### src/rtl/thr_branch_pkg.sv
package thr_branch_pkg;

   typedef enum logic [2:0] {
      COND_EQ = 3'd0,
      COND_LT = 3'd1,
      COND_LE = 3'd2,
      COND_GT = 3'd3,
      COND_GE = 3'd4
   } cond_e;

   // one native compare step
   typedef struct packed {
      logic op_lt;       // 1: below, 0: at-least
      logic add_one;     // compare against threshold + 1
      logic early_exit;  // hit ends the request as not taken, miss moves to next slot
   } uop_t;

   function automatic logic cond_legal(input logic [2:0] c);
      return (c <= 3'd4);
   endfunction

   function automatic uop_t decode_uop(input logic [2:0] c, input logic slot);
      uop_t u;
      u = '{op_lt: 1'b0, add_one: 1'b0, early_exit: 1'b0};
      case (c)
         COND_LT: u.op_lt = 1'b1;
         COND_LE: begin
            u.op_lt   = 1'b1;
            u.add_one = 1'b1;
         end
         COND_GT: u.add_one = 1'b1;
         COND_EQ: begin
            if (!slot) begin
               u.add_one    = 1'b1;
               u.early_exit = 1'b1;
            end
         end
         default: ;
      endcase
      return u;
   endfunction

endpackage

### src/rtl/thr_branch_cmp.sv
module thr_branch_cmp #(
   parameter int DW = 16
) (
   input  logic [DW-1:0] a,
   input  logic [DW-1:0] thr,
   input  logic          add_one,
   input  logic          op_lt,
   output logic          hit
);

   // one extra bit keeps threshold + 1 from wrapping
   logic [DW:0] a_w;
   logic [DW:0] t_w;
   logic        ge;

   always_comb begin
      a_w = {1'b0, a};
      t_w = {1'b0, thr} + {{DW{1'b0}}, add_one};
      ge  = (a_w >= t_w);
      hit = op_lt ? ~ge : ge;
   end

endmodule

### src/rtl/thr_branch_target.sv
module thr_branch_target #(
   parameter int SW = 10,
   parameter int PW = 16
) (
   input  logic [PW-1:0] pc,
   input  logic [SW-3:0] step_words,
   output logic [PW-1:0] target,
   output logic [PW-1:0] fallthru
);

   localparam int WS = SW - 2;

   logic [PW-1:0] offset;

   generate
      if (WS >= PW) begin : g_trunc
         assign offset = step_words[PW-1:0];
      end else begin : g_sext
         assign offset = {{(PW-WS){step_words[WS-1]}}, step_words};
      end
   endgenerate

   assign target   = pc + offset;
   assign fallthru = pc + PW'(1);

endmodule

### src/rtl/thr_branch_unit.sv
module thr_branch_unit
   import thr_branch_pkg::*;
#(
   parameter int DW        = 16,
   parameter int SW        = 10,
   parameter int PW        = 16,
   parameter int EXEC_CYC  = 2,
   parameter int FETCH_CYC = 2
) (
   input  logic          clk,
   input  logic          rst_n,
   input  logic          req_valid,
   input  logic [2:0]    req_cond,
   input  logic [DW-1:0] req_thresh,
   input  logic [SW-1:0] req_step,
   input  logic [DW-1:0] r0,
   input  logic [PW-1:0] pc,
   output logic          busy,
   output logic          done,
   output logic          taken,
   output logic          err,
   output logic [PW-1:0] next_pc
);

   localparam int SLOT = EXEC_CYC + FETCH_CYC;
   localparam int CW   = $clog2(SLOT);
   localparam int LW   = CW + 2;

   generate
      if (DW < 2)        begin : g_bad_dw   $error("DW must be at least 2");        end
      if (SW < 3)        begin : g_bad_sw   $error("SW must be at least 3");        end
      if (PW < 2)        begin : g_bad_pw   $error("PW must be at least 2");        end
      if (EXEC_CYC < 1)  begin : g_bad_exec $error("EXEC_CYC must be positive");    end
      if (FETCH_CYC < 1) begin : g_bad_fet  $error("FETCH_CYC must be positive");   end
   endgenerate

   logic          run_q;
   logic [CW-1:0] cnt_q;
   logic          slot_q;
   logic          err_q;
   logic [2:0]    cond_q;
   logic [DW-1:0] thr_q;
   logic [DW-1:0] r0_q;
   logic [PW-1:0] pc_q;
   logic [SW-1:0] step_q;

   logic          accept;
   logic          bad_req;
   uop_t          uop;
   logic          hit;
   logic          slot_end;
   logic          go_next;
   logic          fin_taken;
   logic [PW-1:0] target_w;
   logic [PW-1:0] fall_w;

   assign accept  = req_valid && !run_q;
   assign bad_req = !cond_legal(req_cond) || (req_step[1:0] != 2'b00);
   assign uop     = decode_uop(cond_q, slot_q);

   thr_branch_cmp #(.DW(DW)) u_cmp (
      .a       (r0_q),
      .thr     (thr_q),
      .add_one (uop.add_one),
      .op_lt   (uop.op_lt),
      .hit     (hit)
   );

   thr_branch_target #(.SW(SW), .PW(PW)) u_tgt (
      .pc         (pc_q),
      .step_words (step_q[SW-1:2]),
      .target     (target_w),
      .fallthru   (fall_w)
   );

   assign slot_end  = run_q && (cnt_q == '0);
   assign go_next   = slot_end && !err_q && uop.early_exit && !hit;
   assign fin_taken = !err_q && !uop.early_exit && hit;

   assign busy    = run_q;
   assign done    = slot_end && !go_next;
   assign taken   = done && fin_taken;
   assign err     = done && err_q;
   assign next_pc = fin_taken ? target_w : fall_w;

   always_ff @(posedge clk or negedge rst_n) begin
      if (!rst_n) begin
         run_q  <= 1'b0;
         cnt_q  <= '0;
         slot_q <= 1'b0;
         err_q  <= 1'b0;
         cond_q <= '0;
         thr_q  <= '0;
         r0_q   <= '0;
         pc_q   <= '0;
         step_q <= '0;
      end else if (accept) begin
         run_q  <= 1'b1;
         slot_q <= 1'b0;
         err_q  <= bad_req;
         cnt_q  <= bad_req ? '0 : CW'(SLOT - 1);
         cond_q <= req_cond;
         thr_q  <= req_thresh;
         r0_q   <= r0;
         pc_q   <= pc;
         step_q <= req_step;
      end else if (run_q) begin
         if (cnt_q != '0) begin
            cnt_q <= cnt_q - CW'(1);
         end else if (go_next) begin
            slot_q <= 1'b1;
            cnt_q  <= CW'(SLOT - 1);
         end else begin
            run_q <= 1'b0;
         end
      end
   end

   // busy-cycle counter used only by the latency checks
   logic [LW-1:0] lat_q;
   always_ff @(posedge clk or negedge rst_n) begin
      if (!rst_n)      lat_q <= '0;
      else if (accept) lat_q <= LW'(1);
      else if (run_q && !done) lat_q <= lat_q + LW'(1);
   end

   assert_accept_busy_R1: assert property (@(posedge clk) disable iff (!rst_n)
      (req_valid && !busy) |=> busy);

   assert_hold_busy_R1: assert property (@(posedge clk) disable iff (!rst_n)
      (busy && !done) |=> (busy && $stable(pc_q) && $stable(r0_q)));

   assert_done_in_busy_R9: assert property (@(posedge clk) disable iff (!rst_n)
      done |-> busy);

   assert_done_ends_R9: assert property (@(posedge clk) disable iff (!rst_n)
      (done && !(req_valid)) |=> !busy);

   assert_err_not_taken_R7: assert property (@(posedge clk) disable iff (!rst_n)
      err |-> (!taken && lat_q == LW'(1)));

   assert_latency_R2: assert property (@(posedge clk) disable iff (!rst_n)
      (done && !err) |-> (lat_q == LW'(SLOT) || lat_q == LW'(2*SLOT)));

   assert_eq_early_R4: assert property (@(posedge clk) disable iff (!rst_n)
      (done && !err && cond_q == COND_EQ && lat_q == LW'(SLOT)) |-> !taken);

   assert_gt_top_R5: assert property (@(posedge clk) disable iff (!rst_n)
      (done && !err && cond_q == COND_GT && (&thr_q)) |-> !taken);

   assert_le_top_R5: assert property (@(posedge clk) disable iff (!rst_n)
      (done && !err && cond_q == COND_LE && (&thr_q)) |-> taken);

endmodule

### config.mk
export PLATFORM = sky130hd
export DESIGN_NAME = thr_branch_unit
export DESIGN_NICKNAME = d
export VERILOG_FILES = /design/src/rtl/thr_branch_pkg.sv /design/src/rtl/thr_branch_cmp.sv /design/src/rtl/thr_branch_target.sv /design/src/rtl/thr_branch_unit.sv
export SDC_FILE = /design/constraint.sdc
export NUM_CORES = 1
export LEC_CHECK = 0
export CORE_MARGIN = 3
export CORE_UTILIZATION = 40
export DETAILED_ROUTE_END_ITERATION = 6
export PLACE_DENSITY = 0.65
export SYNTH_ARGS = -nofsm -noshare
export SYNTH_HDL_FRONTEND = slang
export SYNTH_SLANG_ARGS = --single-unit
### constraint.sdc
create_clock -name clk -period 5.9 [get_ports clk]
set_input_delay 0.885 -clock clk [delete_from_list [all_inputs] [get_ports clk]]
set_output_delay 0.885 -clock clk [all_outputs]
set_load 0.02 [all_outputs]
# Yosys cells after proc, flatten, opt, wreduce, memory -nomap -nowiden
# Cells that the tools add are included.
# Widths: inputs -> output; s select.
dict set report word_totals {
  output_inout_bits 20
  wordCells 67
  regBits 66
}
dict set report op_classes {
  n_mux 19
  add_sub_neg 4
  eq_ne 4
  n_lt_le_gt_ge 2
  reduce_logical 28
  n_bitwise 1
}
# operator n
set ops {}
lappend ops {{$add 16x1->17} 1}
lappend ops {{$ge 16x17->1} 1}
lappend ops {{$add 16x1->16 const B} 1}
lappend ops {{$add 16x16->16} 1}
lappend ops {{$mux 16} 1}
lappend ops {{$mux 2} 6}
lappend ops {{$mux 1} 11}
lappend ops {{$logic_and 1x1->1} 10}
lappend ops {{$reduce_bool 2->1} 4}
lappend ops {{$eq 3x2->1 const B} 2}
lappend ops {{$logic_not 1->1} 6}
lappend ops {{$reduce_or 2->1} 2}
lappend ops {{$eq 3x1->1 const B} 1}
lappend ops {{$le 3x3->1 const B} 1}
lappend ops {{$logic_not 3->1} 1}
lappend ops {{$reduce_and 3->1} 1}
lappend ops {{$reduce_bool 3->1} 1}
lappend ops {{$logic_not 2->1} 1}
lappend ops {{$ne 2x2->1 const B} 1}
lappend ops {{$pmux 1 s2} 1}
lappend ops {{$reduce_and 2->1} 1}
lappend ops {{$sub 2x1->2 const B} 1}
lappend ops {{$logic_or 1x1->1} 1}
lappend ops {{$not 1->1} 1}

# Logic depth before layout (Yosys ltp)
dict set report depth {
  ltp_word 13
  ltp_mapped 26
  mapped_depth_nobuf 26
}

# Modules after synthesis
# Synthesis repeated with hierarchy kept, for this count alone.
dict set report unflattened {
  cells_unflattened 525
  area_unflattened_um2 4399.2
}
# mod instances cells_per_inst area_per_inst_um2 seq_area_each_um2
set modules_own_cells {}
lappend modules_own_cells {thr_branch_unit 1 309 2786.4 1601.5}
lappend modules_own_cells {thr_branch_target 1 132 980.9 0.0}
lappend modules_own_cells {thr_branch_cmp 1 84 631.9 0.0}

# Worst setup path after synthesis
# Ideal clock, no wire load.
dict set report synth_path {
  path_kind {register to output}
  from {register cond_q[0]}
  to {output port next_pc[10]}
  stages_incl_launch_ff 25
  arrival_time_ns 5.003
  slack_ns 0.012
  cell_sequence {dfrtp_1 -> nor2_1 -> nor2_1 -> nor2_1 -> ha_1 -> ha_1 -> nand3_1 -> xor2_1 -> ha_1 -> a21boi_1 -> o31ai_2 -> a31oi_2 -> o311ai_4 -> mux2i_1 -> or3_1 -> ha_1 -> inv_1 -> fa_1 -> nor2b_1 -> o21ai_0 -> a21boi_0 -> o21ai_0 -> a21oi_1 -> a21oi_1 -> o311ai_0}
}
dict set report synth_via {
  elab_chain_len 9
  elab_cells_between_ends 17
  classes_between {1 x add/sub; 1 x order compare; 3 x eq/ne; 5 x mux; 1 x bitwise; 6 x reduce/logical}
}
# item line
set synth_lines {}
lappend synth_lines {{start, declared} thr_branch_unit.sv:41} ;# logic [2:0] cond_q;
lappend synth_lines {{start signal, assigned} thr_branch_unit.sv:102} ;# cond_q <= req_cond;
lappend synth_lines {{$eq 3x2->1} thr_branch_pkg.sv:25} ;# case (c)
lappend synth_lines {{$reduce_or 2->1 (no line)} --}
lappend synth_lines {{$pmux 1 s2} thr_branch_pkg.sv:25}
lappend synth_lines {{$add 16x1->17} thr_branch_cmp.sv:18} ;# t_w = {1'b0, thr} + {{DW{1'b0}}, add_one};
lappend synth_lines {{$ge 16x17->1} thr_branch_cmp.sv:19} ;# ge = (a_w >= t_w);
lappend synth_lines {{$not 1->1} thr_branch_cmp.sv:20} ;# hit = op_lt ? ~ge : ge;
lappend synth_lines {{$mux 1} thr_branch_cmp.sv:20}
lappend synth_lines {{$logic_and 1x1->1 *} thr_branch_unit.sv:78} ;# assign fin_taken = !err_q && !uop.early_exit && hit;
lappend synth_lines {{$mux 16 *} thr_branch_unit.sv:84} ;# assign next_pc = fin_taken ? target_w : fall_w;
lappend synth_lines {{end, declared} thr_branch_unit.sv:22} ;# output logic [PW-1:0] next_pc
# Every way passes the cells marked *; elsewhere a longest branch is shown, timed or not.

# Worst setup path in the final report
dict set report layout_path {
  from {register cond_q[0]}
  to {output port next_pc[15]}
}
# The elaborated chain is that of the path after synthesis.

==> flow_metrics.tcl <==
set metrics [dict create \
    hpwl_um 7090 \
    ys.flop_type "dfrtp_1" \
    synth_largest_area_cell "dfrtp_1" \
    yosysSeqAreaShare_pct 40.7 \
    io_buffer_count 83 \
    syn_avg_cell_area_um2 10.7 \
    die_y_um 105 \
    tritoncts "yes" \
    grt_pass1_vias 3528 \
    ir_drop_mv 0.235 \
    diodes 0 \
    synth_xor_area_share_pct 5.91 \
    crit_path_end_kind "primary output" \
    worst_pin_slew_ns 1.19 \
    clock_tree.root_cell "clkbuf_8" \
    synth_compound_area_share_pct 11.0 \
    die_w_um 105 \
    drv_slew 0 \
    cts_made_buffers 9 \
    fillers 753 \
    r2r_end "cnt_q[0]$_DFFE_PN0P_" \
    fin_worst_skew_ns 0.00803 \
    synth_fa_ha_area_share_pct 11.6 \
    synth_top_family_by_area "multiplexers" \
    ioPinCount 84 \
    drt_iter0_markers 91 \
    period_needed_ns 6.03 \
    rsz0062_at_grt "yes" \
    wl_per_cell_um 15.0 \
    ys_seq_elements 64 \
    instances_no_fill 667 \
    total_power_w 0.00338 \
    num_vias 3436 \
    netlist_area_um2 3940 \
    antenna_found_initial 0 \
    dp_cells 632 \
    layout-drive-gt1-share_pct 40.1 \
    grt_max_degree 65 \
    finalNetCount 634 \
    status "complete, but fails checks" \
    rows 35 \
    seq_area_um2 1600 \
    path_clk_slew_ns 0.08 \
    max_slew_margin_pct 20.6 \
    dp_slack_ns -0.634 \
    hold_path_end "cnt_q[1]$_DFFE_PN0P_" \
    setup_viol 7 \
    min_period_over_period_pct 102 \
    die-area_um2 11100 \
    rr_worst_depth 17 \
    p_int_w 0.00205 \
    cts_hold_buf 0 \
    worstSetupPathType "flop to primary output" \
    clock_latency_ns 0.34 \
    area_growth_pct 50.4 \
    grt_overflow 0 \
    ys_async_sr_fraction_pct 100 \
    min_path_cells 2 \
    drc_errors 0 \
    crit_path_max_incr_delay_ns 0.40 \
    max_cap_violations 0 \
    place_congestion 0.899 \
    cp-start-kind "flop" \
    drt_wl_total_um 9980 \
    worstHoldStart "cnt_q[1]$_DFFE_PN0P_" \
    max_clock_freq_mhz 166 \
    cts.sinks 64 \
    core_area_um2 9420 \
    pwr-share-comb_pct 64.6 \
    power_switching_w 0.00134 \
    ys_warn_count 0 \
    multiInputGateArea_um2 2490 \
    hold_slack_ns 0.503 \
    yosys.area_share.simple_pct 11.1 \
    final_cell_mix "buf_4, clkdlybuf4s50_1, dfrtp_1" \
    initial_utilization_pct 41.8 \
    leakage_nw 2.60 \
    cp_max_fo 6 \
    switching_share_pct 39.6 \
    clock_path_buffers 2 \
    htreeDepth 3 \
    grt.total_usage_pct 18.2 \
    syn_inst 367 \
    worst_path_max_delay_cell "dfrtp_1" \
    reg2reg_from "cond_q[0]$_DFFE_PN0P_" \
    hold_path_class "flop to flop" \
    p_clk_share_pct 11.3 \
    grt_pass1_wl_um 16200 \
    seqPwrFrac_pct 24.1 \
    synth_cell_types 44 \
    fin_ws_ns -0.129 \
    synthMuxAreaShare_pct 17.2 \
    ant_nets 0 \
    cp.arrival_ns 5.14 \
    hold_viol_final 0 \
    synth_edf_count 0 \
    synth_area_leaders "dfrtp_1, mux2_2, ha_1" \
    final_common_cell "buf_4" \
    syn_nets 467 \
    vias_per_cell 5.15 \
    reg2reg_slack_ns 2.52 \
    violations "negative setup slack" \
    cp_data_required_time_ns 5.02 \
    first_pass_iters 4 \
    p_per_area_nw_per_um2 572 \
    yosysTopAreaCellShare_pct 40.7 \
]
state kept, by name, summed over array words and instances, names as in the netlist:
| register | cells |
|---|---|
| pc_q | 16 |
| r0_q | 16 |
| thr_q | 16 |
| step_q | 8 |
| cond_q | 3 |
| cnt_q | 2 |
| busy | 1 |
| err_q | 1 |
| slot_q | 1 |
per-stage QoR:
stage / area, um2 / util, % / setup TNS (ns)
2_1_floorplan: 3940 / - / 0
3_3_place_gp: 5360 / 56.9 / -2.70
3_5_place_dp: 5360 / 56.9 / -3.95
4_1_cts: 5780 / 61.4 / -1.23
5_1_grt: 5920 / 62.9 / -3.24
6_report: 5920 / 62.9 / -0.478
per-layer routing:
metal  part of all wire (%)  track usage [%]  vias up
met5                      0                0        -
met4                    2.1             7.69        0
li1                       -                -     1664
met3                    4.1             3.40       20
met1                     43             21.6     1661
met2                     51             32.1       91
cells in the mapped netlist, types with 2 or more instances:
cell / instances
nand2_1: 19
ha_1: 35
nor3_1: 5
clkbuf_1: 5
a21o_1: 4
xor2_1: 10
buf_1: 2
nor2b_1: 4
mux2_2: 56
o21a_1: 3
o311ai_0: 2
inv_1: 19
and3_1: 8
mux2i_1: 3
nand4_1: 7
dfrtp_1: 64
a21oi_1: 15
xnor2_1: 14
o21ai_0: 17
nand3_1: 17
o221ai_1: 2
o2111ai_1: 2
nor2_1: 31
or3_1: 2
o21bai_1: 2
timing repair:
item	CTS	global route
gates resized for setup	100	26
endpoints found under the setup margin	13	15
gates cloned	0	0
buffers inserted	14	7
pin swaps	34	26
worst max-delay path by stage:
stage,from,end,slack (ns)
6_report,cond_q[0]$_DFFE_PN0P_,next_pc[15],-0.13
5_1_grt,cond_q[0]$_DFFE_PN0P_,next_pc[14],-0.45
4_1_cts,slot_q$_DFFE_PN0P_,next_pc[14],-0.26
3_5_place_dp,cond_q[0]$_DFFE_PN0P_,next_pc[14],-0.63
3_3_place_gp,cond_q[0]$_DFFE_PN0P_,next_pc[15],-0.46
2_1_floorplan,cond_q[0]$_DFFE_PN0P_,next_pc[10],0.01
power groups by stage:
stage / sequential [W] / clock [W] / combinational [W]
final: 0.000815 / 0.000382 / 0.00219
after detailed placement: 0.000810 / 0 / 0.00193
after global routing: 0.000847 / 0.000411 / 0.00239
after global placement: 0.000805 / 0 / 0.00188
after floorplan: 0.000797 / 0 / 0.00112
after CTS: 0.000809 / 0.000390 / 0.00208
kinds of logic (layout without fill, tap and decap cells):
| group | Yosys count | count (layout) |
|---|---|---|
| AO/OA/AOI/OAI | 62 | 62 |
| XOR/XNOR | 25 | 25 |
| adder cells (fa/ha/maj) | 36 | 36 |
| buffers and inverters | 26 | 197 |
| flip-flops | 64 | 64 |
| multiplexers | 60 | 60 |
| AND/OR/NAND/NOR | 94 | 94 |
layout make-up:
type | count | area share (%)
Clock buffer | 10 | 2.33
Clock inverter | 5 | 0.951
Inverter | 19 | 1.20
Multi-Input combinational cell | 277 | 42.1
Sequential cell | 64 | 27.1
Tap cell | 129 | 2.73
Timing Repair Buffer | 163 | 23.6
critical path, delay by kind of cell (launching register included):
kind	cells	cell delay (ns)
buf+inv	4	0.60
compound gates	8	1.32
mux	1	0.32
simple gates	9	0.93
xor+xnor	2	0.32
flops	1	0.40
fa+ha+maj	4	0.90
Power figures use the tool's default switching activity.
